--- config.mk ---
export PLATFORM = sky130hd
export DESIGN_NAME = pwm_saw_timer
export DESIGN_NICKNAME = d
export VERILOG_FILES = /design/src/rtl/pwm_saw_pkg.sv /design/src/rtl/pwm_prescale.sv /design/src/rtl/pwm_count.sv /design/src/rtl/pwm_pin.sv /design/src/rtl/pwm_saw_timer.sv
export SDC_FILE = /design/constraint.sdc
export NUM_CORES = 1
export LEC_CHECK = 0
export ABC_AREA = 1
export BUFFER_PORTS_ARGS = -buffer_cell sky130_fd_sc_hd__buf_2
export CORE_MARGIN = 10
export CORE_UTILIZATION = 39
export DETAILED_ROUTE_END_ITERATION = 8
export PLACE_DENSITY = 0.57
export SYNTH_ARGS = -nofsm -noshare
export SYNTH_HDL_FRONTEND = slang
export SYNTH_SLANG_ARGS = --single-unit
--- constraint.sdc ---
create_clock -name clk_i -period 2.22 [get_ports clk_i]
set_clock_uncertainty 0.1 [all_clocks]
set_input_delay 0.444 -clock clk_i [delete_from_list [all_inputs] [get_ports clk_i]]
set_output_delay 0.444 -clock clk_i [all_outputs]
set_load 0.02 [all_outputs]
--- src/rtl/pwm_saw_pkg.sv ---
package pwm_saw_pkg;
  localparam int unsigned DATA_W   = 32;
  localparam int unsigned ADDR_W   = 5;
  localparam int unsigned MAX_CODE = 5;
  localparam int unsigned NUM_PINS = 2;

  localparam logic [2:0] OFS_CTRL = 3'd0;
  localparam logic [2:0] OFS_DIR  = 3'd1;
  localparam logic [2:0] OFS_OCTL = 3'd2;
  localparam logic [2:0] OFS_BUF  = 3'd3;
  localparam logic [2:0] OFS_CNT  = 3'd4;
  localparam logic [2:0] OFS_CMPA = 3'd5;
  localparam logic [2:0] OFS_CMPB = 3'd6;
  localparam logic [2:0] OFS_PER  = 3'd7;

  localparam logic [4:0] ACT_SAW  = 5'h1B;
  localparam logic [2:0] MODE_SAW = 3'd0;
  localparam logic [1:0] DIR_UP   = 2'b11;
endpackage

--- src/rtl/pwm_prescale.sv ---
module pwm_prescale #(
  parameter int unsigned MAX_CODE = 5
) (
  input  logic       clk_i,
  input  logic       rst_ni,
  input  logic       run_i,
  input  logic       clr_i,
  input  logic [2:0] code_i,
  output logic       tick_o
);
  localparam int unsigned DIV_W = 2 * MAX_CODE;

  logic [DIV_W-1:0] div_q;
  logic [DIV_W-1:0] limit;
  logic [2:0]       code_eff;

  assign code_eff = (code_i > 3'(MAX_CODE)) ? 3'(MAX_CODE) : code_i;

  always_comb begin
    limit = '0;
    for (int k = 0; k < int'(MAX_CODE); k++)
      if (k < int'(code_eff)) limit[2*k +: 2] = 2'b11;
  end

  assign tick_o = run_i && !clr_i && (div_q == limit);

  always_ff @(posedge clk_i or negedge rst_ni) begin
    if (!rst_ni)                div_q <= '0;
    else if (!run_i || clr_i)   div_q <= '0;
    else if (tick_o)            div_q <= '0;
    else                        div_q <= div_q + 1'b1;
  end

  // a divided tick is never followed by another one in the next clock
  a_r3_tick_spacing: assert property (@(posedge clk_i) disable iff (!rst_ni)
    (tick_o && code_i != 3'd0 && $stable(code_i)) |=> !tick_o);
endmodule

--- src/rtl/pwm_count.sv ---
module pwm_count #(
  parameter int unsigned W = 32
) (
  input  logic         clk_i,
  input  logic         rst_ni,
  input  logic         tick_i,
  input  logic         load_i,
  input  logic [W-1:0] load_val_i,
  input  logic [W-1:0] period_i,
  output logic [W-1:0] cnt_o
);
  logic [W-1:0] cnt_q;

  always_ff @(posedge clk_i or negedge rst_ni) begin
    if (!rst_ni)       cnt_q <= '0;
    else if (load_i)   cnt_q <= load_val_i;
    else if (tick_i)   cnt_q <= (cnt_q >= period_i) ? '0 : cnt_q + 1'b1;
  end

  assign cnt_o = cnt_q;

  // an advance at or past the period wraps to zero
  a_r4_wrap: assert property (@(posedge clk_i) disable iff (!rst_ni)
    (tick_i && !load_i && cnt_q >= period_i) |=> (cnt_o == '0));
  // an advance below the period steps by one
  a_r4_step: assert property (@(posedge clk_i) disable iff (!rst_ni)
    (tick_i && !load_i && cnt_q < period_i) |=> (cnt_o == $past(cnt_o) + 1'b1));
endmodule

--- src/rtl/pwm_pin.sv ---
module pwm_pin #(
  parameter int unsigned W = 32
) (
  input  logic         clk_i,
  input  logic         rst_ni,
  input  logic         run_i,
  input  logic         en_i,
  input  logic [4:0]   act_i,
  input  logic [W-1:0] cnt_i,
  input  logic [W-1:0] cmp_i,
  input  logic [W-1:0] period_i,
  output logic         pin_o
);
  import pwm_saw_pkg::*;

  logic level;
  logic pin_q;

  // set at cycle start, cleared at compare match; a match at or past the
  // period coincides with the cycle-end set, so the pin stays high
  assign level = (cmp_i >= period_i) || (cnt_i < cmp_i);

  always_ff @(posedge clk_i or negedge rst_ni) begin
    if (!rst_ni) pin_q <= 1'b0;
    else         pin_q <= run_i && en_i && (act_i == ACT_SAW) && level;
  end

  assign pin_o = pin_q;

  a_r9_stop_low: assert property (@(posedge clk_i) disable iff (!rst_ni)
    !run_i |=> !pin_o);
  a_r8_off_low: assert property (@(posedge clk_i) disable iff (!rst_ni)
    !en_i |=> !pin_o);
  a_r6_zero_low: assert property (@(posedge clk_i) disable iff (!rst_ni)
    (cmp_i == '0) |=> !pin_o);
  a_r11_code_low: assert property (@(posedge clk_i) disable iff (!rst_ni)
    (act_i != ACT_SAW) |=> !pin_o);
  a_r7_full_high: assert property (@(posedge clk_i) disable iff (!rst_ni)
    (run_i && en_i && act_i == ACT_SAW && cmp_i != '0 && cmp_i >= period_i) |=> pin_o);
endmodule

--- src/rtl/pwm_saw_timer.sv ---
module pwm_saw_timer
  import pwm_saw_pkg::*;
#(
  parameter int unsigned W      = DATA_W,
  parameter int unsigned AW     = ADDR_W,
  parameter int unsigned NCODE  = MAX_CODE
) (
  input  logic          clk_i,
  input  logic          rst_ni,
  input  logic          reg_we_i,
  input  logic [AW-1:0] reg_addr_i,
  input  logic [W-1:0]  reg_wdata_i,
  output logic [W-1:0]  reg_rdata_o,
  output logic          pin_a_o,
  output logic          pin_b_o
);
  localparam int unsigned NP = NUM_PINS;

  logic [2:0]   sel;
  logic         start_q;
  logic [2:0]   mode_q;
  logic [2:0]   presc_q;
  logic [1:0]   dir_q;
  logic [1:0]   buf_q;
  logic [4:0]   act_q [NP];
  logic         en_q  [NP];
  logic [W-1:0] cmp_q [NP];
  logic [W-1:0] period_q;
  logic [W-1:0] cnt;
  logic         run;
  logic         tick;
  logic         cnt_load;
  logic [NP-1:0] pins;

  assign sel      = reg_addr_i[4:2];
  assign cnt_load = reg_we_i && (sel == OFS_CNT);
  assign run      = start_q && (mode_q == MODE_SAW) && (dir_q == DIR_UP);

  always_ff @(posedge clk_i or negedge rst_ni) begin
    if (!rst_ni) begin
      start_q  <= 1'b0;
      mode_q   <= '0;
      presc_q  <= '0;
      dir_q    <= '0;
      buf_q    <= '0;
      period_q <= '0;
      for (int i = 0; i < int'(NP); i++) begin
        act_q[i] <= '0;
        en_q[i]  <= 1'b0;
        cmp_q[i] <= '0;
      end
    end else if (reg_we_i) begin
      unique case (sel)
        OFS_CTRL: begin
          start_q <= reg_wdata_i[0];
          if (!start_q) begin
            mode_q  <= reg_wdata_i[18:16];
            presc_q <= reg_wdata_i[26:24];
          end
        end
        OFS_DIR:  dir_q <= reg_wdata_i[1:0];
        OFS_OCTL: begin
          act_q[0] <= reg_wdata_i[4:0];
          en_q[0]  <= reg_wdata_i[8];
          act_q[1] <= reg_wdata_i[20:16];
          en_q[1]  <= reg_wdata_i[24];
        end
        OFS_BUF:  buf_q    <= reg_wdata_i[1:0];
        OFS_CMPA: cmp_q[0] <= reg_wdata_i;
        OFS_CMPB: cmp_q[1] <= reg_wdata_i;
        OFS_PER:  period_q <= reg_wdata_i;
        default: ;
      endcase
    end
  end

  always_comb begin
    reg_rdata_o = '0;
    unique case (sel)
      OFS_CTRL: begin
        reg_rdata_o[0]     = start_q;
        reg_rdata_o[18:16] = mode_q;
        reg_rdata_o[26:24] = presc_q;
      end
      OFS_DIR:  reg_rdata_o[1:0] = dir_q;
      OFS_OCTL: begin
        reg_rdata_o[4:0]   = act_q[0];
        reg_rdata_o[8]     = en_q[0];
        reg_rdata_o[20:16] = act_q[1];
        reg_rdata_o[24]    = en_q[1];
      end
      OFS_BUF:  reg_rdata_o[1:0] = buf_q;
      OFS_CNT:  reg_rdata_o = cnt;
      OFS_CMPA: reg_rdata_o = cmp_q[0];
      OFS_CMPB: reg_rdata_o = cmp_q[1];
      OFS_PER:  reg_rdata_o = period_q;
      default:  reg_rdata_o = '0;
    endcase
  end

  pwm_prescale #(.MAX_CODE(NCODE)) i_prescale (
    .clk_i (clk_i),
    .rst_ni(rst_ni),
    .run_i (run),
    .clr_i (cnt_load),
    .code_i(presc_q),
    .tick_o(tick)
  );

  pwm_count #(.W(W)) i_count (
    .clk_i     (clk_i),
    .rst_ni    (rst_ni),
    .tick_i    (tick),
    .load_i    (cnt_load),
    .load_val_i(reg_wdata_i),
    .period_i  (period_q),
    .cnt_o     (cnt)
  );

  for (genvar g = 0; g < int'(NP); g++) begin : g_pin
    pwm_pin #(.W(W)) i_pin (
      .clk_i   (clk_i),
      .rst_ni  (rst_ni),
      .run_i   (run),
      .en_i    (en_q[g]),
      .act_i   (act_q[g]),
      .cnt_i   (cnt),
      .cmp_i   (cmp_q[g]),
      .period_i(period_q),
      .pin_o   (pins[g])
    );
  end

  assign pin_a_o = pins[0];
  assign pin_b_o = pins[1];

  // counter frozen when not running and not written
  a_r2_frozen_idle: assert property (@(posedge clk_i) disable iff (!rst_ni)
    (!run && !cnt_load) |=> $stable(cnt));
  // mode and prescale locked while started
  a_r10_cfg_locked: assert property (@(posedge clk_i) disable iff (!rst_ni)
    start_q |=> ($stable(presc_q) && $stable(mode_q)));
  // a stop write clears both pins one clock later
  a_r9_stop_both: assert property (@(posedge clk_i) disable iff (!rst_ni)
    (reg_we_i && sel == OFS_CTRL && !reg_wdata_i[0]) |=> ##1 (!pin_a_o && !pin_b_o));
endmodule

Word-level counts from Yosys, hierarchy flattened
Index checks and enable logic that the tools add are counted.
{ "op_classes": {"addsub": 2, "order_cmp": 11, "eq_ne": 11, "n_mux": 23, "bitwise": 1, "n_reduce_logical": 27} }
{ "op_table": {"columns": ["operator", "n"], "rows": [
  [">= comparator 32 bit", 3],
  ["two-way mux 32 bit", 3],
  ["less-than comparator 32 bit", 2],
  ["adder 32 x 1 -> 32 bit, second input constant", 1],
  ["case mux 7 bit (4 select lines)", 1],
  ["case mux 3 bit (4 select lines)", 2],
  ["two-way mux 10 bit", 2],
  ["case mux 2 bit (5 select lines)", 2],
  ["case mux 5 bit (4 select lines)", 1],
  ["case mux 3 bit (6 select lines)", 1],
  ["case mux 3 bit (5 select lines)", 1],
  ["AND reduction 2 bit", 7],
  ["equality test 3 bit, second input constant", 4],
  ["logical AND 1 bit", 11],
  ["adder 10 x 1 -> 10 bit, second input constant", 1],
  ["equality test 10 bit", 1],
  ["equality test 5 bit, second input constant", 2],
  ["two-way mux 2 bit", 5],
  ["case mux 1 bit (8 select lines)", 1],
  ["case mux 1 bit (7 select lines)", 1],
  ["equality test 3 x 2 -> 1 bit, second input constant", 2],
  ["logical NOT 3 bit", 2],
  ["less-than comparator 1 x 3 -> 1 bit, first input constant", 2],
  ["less-than comparator 2 x 3 -> 1 bit, first input constant", 2],
  ["other kinds (12)", 15]
]} }
{ "word_totals": {"ff_bits": 163, "output_inout_bits": 34, "word_cells": 91} }

Logic depth before layout (Yosys ltp)
Gate-level depths: netlist (run 1).
{ "depth": {"word_depth": 8, "mapped_depth": 15, "mapped_depth_nobuf": 15} }

By module
A second synthesis (run 1) with hierarchy kept.
{ "unflattened": {"hier_cells": 1841, "area_unflattened_um2": 13447.9} }
{ "by_module_without_submodules": {"columns": ["module", "instances", "cells_each", "area_per_inst_um2", "seq_area_each_um2"], "rows": [
  ["pwm_saw_timer", 1, 710, 5984.5, 2977.9],
  ["pwm_pin", 2, 272, 1705.4, 25.0],
  ["pwm_count", 1, 486, 3342.0, 800.8],
  ["pwm_prescale", 1, 101, 710.7, 250.2]
]} }

Worst setup path after synthesis (run 1)
Ideal clock, no wire load.
{ "synth_timing": {"kind": "input -> output", "startpoint": "input reg_addr_i[3]", "endpoint": "output reg_rdata_o[25]", "arrival_ps": 1532, "path_slack_ps": 144, "cell_stages": 8, "cell_sequence": "inv_1 > nor2_1 > nand2_1 > inv_1 > buf_2 > buf_2 > a22oi_1 > o2111ai_1"} }
{ "synth_via": {"elab_chain_cells": 2, "elab_cells_between_ends": 6, "classes_between": "eq/ne: 4; mux: 1; reduce/logical: 1"} }
{ "synth_lines": {"columns": ["item", "line_no", "source"], "rows": [
  ["from (decl)", "pwm_saw_timer.sv:11", "input logic [AW-1:0] reg_addr_i,"],
  ["equality test 3 bit / logical NOT 3 bit (equally long branches)", "pwm_saw_timer.sv:79", "unique case (sel)"],
  ["case mux 2 bit (5 select lines) (*)", "pwm_saw_timer.sv:79", null],
  ["to (decl)", "pwm_saw_timer.sv:13", "output logic [W-1:0] reg_rdata_o,"]
]} }
Every way passes the cells marked *; elsewhere a longest branch is shown, timed or not.

Worst setup path in the final report (run 1)
{ "layout_timing": {"startpoint": "register i_count.cnt_q[24], in the netlist i_count.cnt_o[24]", "endpoint": "output reg_rdata_o[24]"} }
{ "layout_via": {"elab_chain_cells": 1} }
{ "layout_lines": {"columns": ["item", "line_no", "source"], "rows": [
  ["from (decl)", "pwm_count.sv:12", "logic [W-1:0] cnt_q;"],
  ["from (signal assigned)", "pwm_count.sv:16", "else if (load_i) cnt_q <= load_val_i;"],
  ["from (signal assigned)", "pwm_count.sv:17", "else if (tick_i) cnt_q <= (cnt_q >= period_i) ? '0 : cnt_q + 1'b1;"],
  ["case mux 1 bit (6 select lines)", "pwm_saw_timer.sv:79", null]
]} }
No other way between the ends.

==> summary.md, run 1 <==
| Metric | Value |
|---|---|
| Slew HR | `55.2%` |
| P per Cell Area | `936 mW/mm^2` |
| Post-DRT Antenna Nets | `0` |
| Total power | `13.9 mW` |
| First-pass GRT wire length | `66,000 um` |
| Combinational power share | `47.5%` |
| Max-slew violation count | `0` |
| Period utilization | `100%` |
| RSZ-0062 raised after global routing | `true` |
| Cell Area, Placed | `0.0137 sq mm` |
| Cells after Synth | `1,692` |
| Drt drc | `0` |
| Initial DRC count | `915` |
| Largest net degree at the start of global routing | `114` |
| Total inserted antenna cells | `0` |
| Yosys reg bits | `163` |
| Hold WC Path Type | `input pin to register` |
| Reg2reg path depth | `11` |
| Synth top area cells | `dfrtp_1 (33%), ha_1 (16%), nand2_1 (14%)` |
| Vias | `11,900` |
| Area leader, netlist | `dfrtp_1` |
| Post-synth top area share | `33.2%` |
| Clock share of power | `22.3%` |
| Grt ovf | `0` |
| Vias in the first global route | `11,700` |
| Vias/cell | `5.30` |
| Worst reg2reg path startpoint | `period_q[17]` |
| Root buf cell | `clkbuf_16` |
| Rows | `64` |
| GP Congestion | `1.00` |
| Wire per inst | `18.5 um` |
| Fin area | `0.0149 sq mm` |
| WHS Endpoint | `period_q[15]` |
| Clock sinks | `163` |
| Hold Path Depth | `3` |
| Critical hold path startpoint | `reg_wdata_i[15]` |
| Reg2Reg Capture Point | `i_count.cnt_o[29]` |
| Hold slack | `0.190 ns` |
| Slew of the pin with the lowest slew margin | `0.673 ns` |
| Port bufs | `71` |
| Max H-tree Level | `4` |
| Seq/Total Area, Yosys | `33.2%` |
| Initial Utilization | `39.8%` |
| Worst setup SP type | `register` |
| Cell area after synthesis | `0.0123 sq mm` |
| Setup-failing EPs final | `0` |
| Met3 usage | `4.12%` |
| Global-route usage over all layers | `21.7%` |
| Async SR Flop Fraction | `100%` |
| Detailed Place HPWL | `32,100 um` |
| Internal power | `7.76 mW` |
| Clock tree buffer depth | `2` |
| Number of flops mapped to enable cells by yosys | `0` |
| Minimum clock period after layout | `2.22 ns` |
| MaxCap Viol Count | `0` |
| Final Hold Viols | `0` |
| FF-to-FF setup slack | `0.05 ns` |
| First-pass DRT Iterations | `5` |
| CP Class | `register to output pin` |
| Commonest cells in the netlist | `nand2_1 (459), inv_1 (258), dfrtp_1 (163), ha_1 (160), nor2_1 (141)` |
| Initial antenna violation count | `0` |
| Arr. time, crit path | `1.68 ns` |
| Post-Synthesis Net Count | `1,892` |
| Peak supply drop | `669 uV` |
| IO Pins | `74` |
| Total CTS buffers | `17` |
| Leak | `7.72 nW` |
| Final Routed Wirelength | `41,600 um` |
| TritonCTS clock tree | `done` |
| Worst EP required | `1.68 ns` |
| GRT met2 Usage | `33.5%` |
| Outcome | `finished, final reports clean` |
| Worst Setup End Kind | `output pin` |
| Area Overhead vs Synth | `21.1%` |
| Cell with the most instances after synthesis | `nand2_1` |
| Die area | `0.0390 sq mm` |
| Most used DFF post-synth | `dfrtp_1` |
| Met1 usage | `30.4%` |
| Seq pwr share | `30.2%` |
| Nets@finish | `2,036` |
| Net Switching | `6.15 mW` |
| Core Footprint | `0.0308 sq mm` |
| Layout cells sized above 1 | `15.3%` |
| Synth Area per Inst | `7.25 sq um` |
| Sw frac | `44.2%` |
| Die width | `197 um` |
| Post-synth cell types | `37` |
| Clk_lat worst skew | `0.47 ns` |
| GRT busiest layer | `met2` |
| F_max | `450 MHz` |
| YS warnings | `0` |
| Worst-path clk slew | `0.08 ns` |
| CP Max Fanout | `3` |
| Die Height | `197 um` |
logic make-up (layout without fill, tap and decap cells):
kind of cell	after synthesis	count (layout)	synth area share, %
buf+inv	313	470	10.0
flops	163	163	33.2
fa+ha+maj	160	160	16.3
xor+xnor	16	16	1.14
simple gates	708	708	23.5
compound gates	332	332	15.8
per-stage QoR:
stage	cells	setup WS, ns	util [%]	TNS (ns)
6_report	2245	0.000141	48.2	0
3_3_place_gp	2197	-0.0872	44.5	-0.351
4_1_cts	2237	-0.0457	47.0	-0.0477
3_5_place_dp	2197	-0.116	44.5	-0.553
5_1_grt	2245	-0.0416	48.2	-0.182
2_1_floorplan	1692	0.144	-	0
worst max-delay path, cell delays in order (launching register included):
cell      delay, ns
dfrtp_1        0.40
buf_6          0.14
inv_6          0.05
o22ai_4        0.06
a221oi_2       0.21
o221ai_2       0.18
buf_6          0.17
metal layers:
layer,part of all wire (%),up-vias
met5,0,-
met4,1.3,0
met3,5.6,38
met2,45,310
met1,48,5647
li1,-,5893
flip-flops by register name, summed over array words and instances, names as in the netlist:
signal	cells
i_prescale.div_q	10
en_q	2
mode_q	3
period_q	32
act_q	10
g_pin.i_pin.pin_o	2
presc_q	3
start_q	1
dir_q	2
i_count.cnt_o	32
cmp_q	64
buf_q	2
cell usage in the layout (no fill, tap or decap), types with 6 or more instances in the layout:
master and instances:
buf_12 14, clkbuf_16 19, nor3_1 16, inv_6 6
a22oi_1 21, nor2_2 10, ha_1 160, o221ai_1 17
a21oi_1 68, dfrtp_1 159, nand4_1 40, inv_2 15
nor2_1 133, a21oi_2 7, nand2_1 453, xor2_1 15
o22ai_1 35, buf_2 46, buf_6 16, nand3_1 33
o21ai_0 135, o21ai_1 7, nand2_2 7, inv_1 243
buf_4 96
power by group through the flow:
stage | Clock (mW) | Sequential (mW) | Combinational [mW]
after global placement | 0 | 4.22 | 5.83
after global routing | 3.29 | 4.29 | 7.53
final | 3.10 | 4.20 | 6.61
after floorplan | 0 | 4.15 | 3.87
after detailed placement | 0 | 4.22 | 5.96
after CTS | 3.16 | 4.18 | 6.12
worst max path at each step:
stage | start | to | slack, ns | depth (start not counted)
after floorplan | reg_addr_i[3] | reg_rdata_o[25] | 0.14 | 8
after global placement | reg_addr_i[3] | reg_rdata_o[18] | -0.09 | 8
final | i_count.cnt_o[24] | reg_rdata_o[24] | 0.0001 | 6
after CTS | i_count.cnt_o[24] | reg_rdata_o[24] | -0.05 | 6
after global routing | i_count.cnt_o[24] | reg_rdata_o[24] | -0.04 | 6
after detailed placement | reg_addr_i[2] | reg_rdata_o[18] | -0.12 | 8
layout make-up:
class / count / area [sq um]
Sequential cell: 163 / 4080
Clock buffer: 17 / 425
Fill cell: 3055 / 16000
Tap cell: 396 / 495
Timing Repair Buffer: 175 / 1470
Inverter: 263 / 1000
Multi-Input combinational cell: 1216 / 7200
Clock inverter: 15 / 184
timing repair:
item,CTS,global route
gates cloned,0,2
endpoints found under the hold margin,39,0
hold buffers,1,0
setup endpoints to repair,23,65
pin swaps,3,8
resized for setup,33,79
buffers inserted,7,7
Power figures use the tool's default switching activity.
==> run 2: changes to the inputs <==
SETUP_SLACK_MARGIN = 0.02   (was default)
==> summary.md, run 2 (synthesized netlist as in run 1, its figures left out) <==
| Metric | Value |
|---|---|
| Detailed Place HPWL | `32,100 um (unchanged)` |
| WHS Endpoint | `period_q[15]` |
| Initial antenna violation count | `0 (unchanged)` |
| Rows | `64 (unchanged)` |
| Biggest register | `cmp_q` |
| FF-to-FF setup slack | `0.09 ns (+0.04 ns)` |
| Reg2reg path depth | `11 (unchanged)` |
| Drt drc | `0 (unchanged)` |
| Outcome | `finished, final reports clean` |
| Area Overhead vs Synth | `22.7%` |
| Port bufs | `71 (unchanged)` |
| Setup TNS Final | `0 ns (unchanged)` |
| Dpl ws | `-0.116 ns (unchanged)` |
| Global-route usage over all layers | `21.7% (about the same)` |
| Max-slew violation count | `0 (unchanged)` |
| Clock sinks | `163 (unchanged)` |
| Net Switching | `6.21 mW (+0.87%)` |
| Die width | `197 um (unchanged)` |
| Slew of the pin with the lowest slew margin | `0.741 ns (+0.0682 ns)` |
| Minimum clock period after layout | `2.21 ns (-0.00823 ns)` |
| F_max | `452 MHz (+0.37%)` |
| Peak supply drop | `672 uV (+0.47%)` |
| Total CTS buffers | `17 (unchanged)` |
| Die Height | `197 um (unchanged)` |
| Initial DRC count | `941 (+2.8%)` |
| Arr. time, crit path | `1.67 ns (about the same)` |
| CP Max Fanout | `2 (-1)` |
| Total inserted antenna cells | `0 (unchanged)` |
| Hold slack | `0.186 ns (-0.00398 ns)` |
| Most frequent cells in the layout | `nand2_1 (453), inv_1 (240), ha_1 (159)` |
| MaxCap Viol Count | `0 (unchanged)` |
| Worst setup SP type | `register` |
| P per Cell Area | `932 mW/mm^2 (-0.42%)` |
| CP most frequent cell | `buf_6` |
| Cell Area, Placed | `0.0137 sq mm (unchanged)` |
| Sw frac | `44.2% (about the same)` |
| Largest net degree at the start of global routing | `114 (unchanged)` |
| Worst EP required | `1.68 ns (about the same)` |
| Vias in the first global route | `11,700 (+0.41%)` |
| Seq pwr share | `30.0% (-0.2 points)` |
| First-pass GRT wire length | `66,000 um (about the same)` |
| Slowest stage delay, CP | `0.40 ns (about the same)` |
| Reg2Reg Capture Point | `i_count.cnt_o[29]` |
| Final Routed Wirelength | `41,800 um (+0.55%)` |
| CP Class | `register to output pin` |
| Slew HR | `50.6% (-4.5 points)` |
| Hold WC Path Type | `input pin to register` |
| Cells along the critical path | `buf_6 -> inv_4 -> o22ai_4 -> a221oi_2 -> o221ai_2 -> buf_6` |
| Leak | `7.78 nW (+0.83%)` |
| Critical hold path startpoint | `reg_wdata_i[15]` |
| Hold Path Depth | `3 (unchanged)` |
| Max H-tree Level | `4 (unchanged)` |
| Combinational power share | `47.9% (+0.4 points)` |
| Worst-path clk slew | `0.08 ns (about the same)` |
| Layout cells sized above 1 | `16.6% (+1.3 points)` |
| Period utilization | `99.6% (-0.37 points)` |
| Post-DRT Antenna Nets | `0 (unchanged)` |
| Fin area | `0.0151 sq mm (+1.3%)` |
| Worst Setup End Kind | `output pin` |
| Clock tree buffer depth | `2 (unchanged)` |
| Final Hold Viols | `0 (unchanged)` |
| Nets@finish | `2,044 (+0.39%)` |
| First-pass DRT Iterations | `5 (unchanged)` |
| Setup-failing EPs final | `0 (unchanged)` |
| Grt ovf | `0 (unchanged)` |
| Setup ws final | `0.00837 ns (+0.00823 ns)` |
| RSZ-0062 raised after global routing | `true` |
| Crit path max-delay cell type | `dfrtp_1` |
| Root buf cell | `clkbuf_16` |
| Die area | `0.0390 sq mm (unchanged)` |
| Wire per inst | `18.6 um (+0.19%)` |
| Most common cell after layout, fill and taps aside | `nand2_1` |
| IO Pins | `74 (unchanged)` |
| Vias | `11,900 (+0.39%)` |
| Initial Utilization | `39.8% (unchanged)` |
| Internal power | `7.82 mW (+0.85%)` |
| Clock share of power | `22.1% (-0.2 points)` |
| Total power | `14.0 mW (+0.86%)` |
| Clk_lat worst skew | `0.47 ns (about the same)` |
| Vias/cell | `5.30 (about the same)` |
| Core Footprint | `0.0308 sq mm (unchanged)` |
| TritonCTS clock tree | `done` |
| GP Congestion | `1.00 (unchanged)` |
| Largest register FFs | `64 (unchanged)` |
| Worst reg2reg path startpoint | `period_q[17]` |
## run 2: worst max-delay path by stage
stage                           start  depth (start not counted)  slack (ns)         endpoint
floorplan               reg_addr_i[3]                          8        0.14  reg_rdata_o[25]
global placement        reg_addr_i[3]                          8       -0.09  reg_rdata_o[18]
detailed placement      reg_addr_i[2]                          8       -0.12  reg_rdata_o[18]
CTS                 i_count.cnt_o[24]                          6      -0.002  reg_rdata_o[24]
global route        i_count.cnt_o[24]                          6       -0.03  reg_rdata_o[24]
finish              i_count.cnt_o[24]                          6       0.008  reg_rdata_o[24]
## run 2: cell type report
cell class	count	area (sq um)
Fill cell	3035	15800
Multi-Input combinational cell	1216	7300
Sequential cell	163	4090
Timing Repair Buffer	183	1550
Inverter	263	1010
Tap cell	396	495
Clock buffer	17	425
Clock inverter	15	184
## run 2: critical path: cells and delay by family (launching register included)
family | cells | cell delay, ns
buffers and inverters | 3 | 0.36
DFF | 1 | 0.40
AOI/OAI and AO/OA | 3 | 0.45
## run 2: power groups by stage
| stage | logic [mW] | registers (mW) | clock network (mW) |
|---|---|---|---|
| after floorplan | 3.87 | 4.15 | 0 |
| after global placement | 5.83 | 4.22 | 0 |
| after detailed placement | 5.96 | 4.22 | 0 |
| after CTS | 6.18 | 4.18 | 3.16 |
| after global routing | 7.64 | 4.30 | 3.29 |
| final | 6.72 | 4.21 | 3.10 |
## run 2: per-stage QoR
step                util, %  instances
floorplan                 -       1692
global placement       44.5       2197
detailed placement     44.5       2197
CTS                    47.3       2239
global route           48.8       2253
finish                 48.8       2253
## run 2: layer usage
| layer | vias up | track usage, % | share of wire (%) |
|---|---|---|---|
| met3 | 41 | 3.88 | 5.9 |
| li1 | 5914 | - | - |
| met5 | - | 0 | 0 |
| met4 | 0 | 5.50 | 1.5 |
| met1 | 5662 | 30.5 | 47 |
| met2 | 317 | 33.5 | 45 |
## run 2: repair_timing
action / in CTS / in global routing
cloned: 0 / 2
setup endpoints to repair: 32 / 65
hold endpoints to repair: 39 / 0
gates resized for setup: 50 / 87
setup buffers: 9 / 13
hold buffers: 1 / 0
pin swaps: 6 / 7
==> run 3: changes to the inputs <==
CTS_BUF_LIST = sky130_fd_sc_hd__clkbuf_2   (was default)
MAX_ROUTING_LAYER = met4   (was default)
SYNTH_HIERARCHICAL = 1   (was default)
==> summary.md, run 3 <==
| Metric | Value |
|---|---|
| Period utilization | `113% (+13 points)` |
| YS warnings | `6 (+6)` |
| Setup ws final | `-0.281 ns (-0.290 ns)` |
| Setup-failing EPs final | `50 (+50)` |
| Fill cell instance count of the final layout | `3,198 (+5.4%)` |
| Vias/cell | `5.17 (-2.4%)` |
| Area of the multi-input gates | `0.00840 sq mm (+15%)` |
| Biggest register | `cmp_q` |
| Hold Path Depth | `5 (+2)` |
| Post-Synthesis Net Count | `2,041 (+7.9%)` |
| Fin area | `0.0177 sq mm (+18%)` |
| RSZ-0062 raised after global routing | `true` |
| CP Class | `register to output pin` |
| Detailed Place HPWL | `33,600 um (+4.7%)` |
| Outcome | `complete, but fails checks` |
| Async SR Flop Fraction | `100% (unchanged)` |
| F_max | `400 MHz (-12%)` |
| Sw frac | `45.1% (+0.90 points)` |
| Commonest cells in the netlist | `nand2_1 (512), inv_1 (296), dfrtp_1 (163), ha_1 (160), nor2_1 (106)` |
| Port bufs | `71 (unchanged)` |
| Final Hold Viols | `0 (unchanged)` |
| Minimum clock period after layout | `2.50 ns (+0.290 ns)` |
| Largest family of logic cells by synthesized area | `simple AND/OR/NAND/NOR gates` |
| Rows | `67 (+4.7%)` |
| FF-to-FF setup slack | `-0.10 ns (-0.19 ns)` |
| TritonCTS clock tree | `done` |
| Worst reg2reg path startpoint | `mode_q[1]` |
| Seq/Total Area, Yosys | `30.3% (-2.9 points)` |
| Initial DRC count | `1,022 (+8.6%)` |
| Initial antenna violation count | `1 (+1)` |
| Initial Utilization | `39.8% (about the same)` |
| Cell Area, Placed | `0.0150 sq mm (+9.5%)` |
| Clock sinks | `163 (unchanged)` |
| Worst-path clk slew | `0.24 ns (+0.16 ns)` |
| Critical hold path startpoint | `reg_addr_i[4]` |
| Most common cell after layout, fill and taps aside | `nand2_1` |
| Cell area after synthesis | `0.0134 sq mm (+9.6%)` |
| Failing checks | `setup timing` |
| Slew of the pin with the lowest slew margin | `0.687 ns (-0.0535 ns)` |
| Internal power | `8.38 mW (+7.2%)` |
| Wire per inst | `18.1 um (-2.3%)` |
| Hold slack | `0.151 ns (-0.0346 ns)` |
| WHS Endpoint | `dir_q[0]` |
| Post-Synth Simple-Gate Area | `27.8% (+4.3 points)` |
| First-pass DRT Iterations | `6 (+1)` |
| Peak supply drop | `342 uV (-49%)` |
| Max H-tree Level | `4 (unchanged)` |
| CP Max Fanout | `4 (+2)` |
| Worst setup SP type | `register` |
| Largest register FFs | `64 (unchanged)` |
| Slowest stage delay, CP | `0.53 ns (+0.13 ns)` |
| Max-slew violation count | `0 (unchanged)` |
| Area Overhead vs Synth | `31.7%` |
| MaxCap Viol Count | `0 (unchanged)` |
| Synth Area in Compound Gates | `15.0% (-0.87 points)` |
| Reg2reg path depth | `16 (+5)` |
| Post-synth cell types | `55 (+49%)` |
| Reg2Reg Capture Point | `i_count/cnt_o[5]` |
| Total CTS buffers | `17 (unchanged)` |
| Post-DRT Antenna Nets | `0 (unchanged)` |
| Mux contribution to synthesized area | `0% (unchanged)` |
| Nets@finish | `2,346 (+15%)` |
| Die Height | `206 um (+4.2%)` |
| Layout cells sized above 1 | `28.5% (+12 points)` |
| Vias | `13,500 (+13%)` |
| Synth Area per Inst | `7.30 sq um (+0.73%)` |
| Clock share of power | `13.3% (-8.8 points)` |
| P per Cell Area | `863 mW/mm^2 (-7.4%)` |
| Grt ovf | `0 (unchanged)` |
| Root buf cell | `clkbuf_2` |
| First-pass GRT wire length | `73,200 um (+11%)` |
| Storage element area | `0.00411 sq mm (+0.61%)` |
| Global-route usage over all layers | `22.8% (+1.2 points)` |
| Cells along the critical path | `nand2_1 -> nand4_1 -> buf_6` |
| Drt drc | `0 (unchanged)` |
| Number of flops mapped to enable cells by yosys | `0 (unchanged)` |
| Final Routed Wirelength | `47,300 um (+13%)` |
| Die width | `206 um (+4.2%)` |
| Placed cells | `2,418 (+10%)` |
| Most used DFF post-synth | `dfrtp_1` |
| Adder-Cell Fraction of Synth Area | `14.9% (-1.4 points)` |
| Combinational power share | `58.9% (+11 points)` |
| Synth top area cells | `dfrtp_1 (30%), ha_1 (15%), nand2_1 (14%)` |
| Post-Synth XOR/XNOR Area | `0.326% (-0.82 points)` |
| Cell with the most instances after synthesis | `nand2_1` |
| Seq pwr share | `27.8% (-2.2 points)` |
| Clk_lat worst skew | `0.83 ns (+0.36 ns)` |
| Clock tree buffer depth | `2 (unchanged)` |
| Worst Setup End Kind | `output pin` |
| Area leader, netlist | `dfrtp_1` |
| Largest net degree at the start of global routing | `52 (-54%)` |
| Fin cells | `2,608 (+16%)` |
| Cells after Synth | `1,841 (+8.8%)` |
| Yosys reg bits | `163 (unchanged)` |
| Core Footprint | `0.0338 sq mm (+9.6%)` |
| Crit path max-delay cell type | `dfrtp_1` |
| IO Pins | `74 (unchanged)` |
| GP Congestion | `0.958 (-4.2%)` |
| Post-synth top area share | `30.3% (-2.9 points)` |
| Slew HR | `54.2% (+3.6 points)` |
| Leak | `8.98 nW (+15%)` |
| Die area | `0.0423 sq mm (+8.6%)` |
| Arr. time, crit path | `1.96 ns (+0.29 ns)` |
| Net Switching | `6.90 mW (+11%)` |
| Most frequent cells in the layout | `nand2_1 (474), inv_1 (288), buf_4 (171)` |
| Worst EP required | `1.68 ns (about the same)` |
| Hold WC Path Type | `input pin to register` |
| Vias in the first global route | `13,300 (+14%)` |
## run 3: cell count changes after synthesis, sizes merged, moves of 16 or more
| cell | previous run | this run |
|---|---|---|
| a21oi | 76 | 96 |
| o22ai | 39 | 0 |
| nand4 | 40 | 73 |
| buf | 24 | 40 |
| nand2 | 461 | 523 |
| o21ai | 142 | 174 |
| o221ai | 21 | 1 |
| inv | 262 | 305 |
| nand3 | 38 | 62 |
## run 3: critical path: cells and delay by family (launching register included)
kind	cells	cell delay, ns
buffers and inverters	1	0.25
AND/OR/NAND/NOR	2	0.39
flip-flops	1	0.53
## run 3: layout make-up
type	count	area share [%]
antenna	1	0.0141
clock buffer	17	0.481
clock inverter	15	1.19
inverter	307	6.66
multi-input combinational	1316	47.5
sequential	163	23.2
tap	448	3.17
timing repair buffer	341	17.8
## run 3: kinds of logic (layout without fill, tap and decap cells)
family / after synthesis / count (layout)
simple gates: 827 / 827
buf+inv: 362 / 680
compound gates: 324 / 324
flops: 163 / 163
fa+ha+maj: 160 / 160
xor+xnor: 5 / 5
other cells: 0 / 1
## run 3: worst max-delay path by stage
stage                       endpoint             start  slack (ns)  depth (start not counted)
global route          reg_rdata_o[3]  i_count/cnt_o[3]       -0.43                          6
detailed placement  i_count/cnt_o[5]         mode_q[1]       -0.25                         14
global placement    i_count/cnt_o[5]         mode_q[0]       -0.25                         14
finish               reg_rdata_o[21]         cmp_q[21]       -0.28                          3
floorplan           i_count/cnt_o[5]         mode_q[0]       -0.10                         14
CTS                  reg_rdata_o[21]      period_q[21]       -0.33                          4
## run 3: metal layers
| metal | GRT usage [%] | routed length [um] | vias to the layer above |
|---|---|---|---|
| li1 | - | - | 6609 |
| met2 | 36.1 | 21900 | 409 |
| met3 | 3.82 | 3000 | 74 |
| met1 | 29.4 | 21100 | 6393 |
| met5 | - | 0 | - |
| met4 | 6.93 | 1350 | 0 |
## run 3: power by group through the flow
stage	clock network (mW)	registers (mW)	logic [mW]
2_1_floorplan	0	4.38	4.29
3_3_place_gp	0	4.44	6.57
3_5_place_dp	0	4.45	6.76
4_1_cts	2.09	4.22	8.22
5_1_grt	2.20	4.33	10.0
6_report	2.03	4.25	9.00
## run 3: metrics by stage
step / utilization [%] / setup WS (ns) / setup TNS (ns) / power, mW
floorplan: - / -0.102 / -1.51 / 8.68
global placement: 44.5 / -0.254 / -7.05 / 11.0
CTS: 50.5 / -0.330 / -6.18 / 14.5
finish: 52.4 / -0.281 / -3.75 / 15.3
global route: 52.4 / -0.432 / -12.16 / 16.5
detailed placement: 44.5 / -0.254 / -7.58 / 11.2
## run 3: what timing repair did
item / 4_1_cts / 5_1_grt
setup endpoints to repair: 64 / 69
pin swaps: 87 / 66
gates resized for setup: 185 / 106
hold endpoints to repair: 315 / 0
setup buffers: 104 / 21
cloned: 2 / 3
hold buffers: 37 / 0
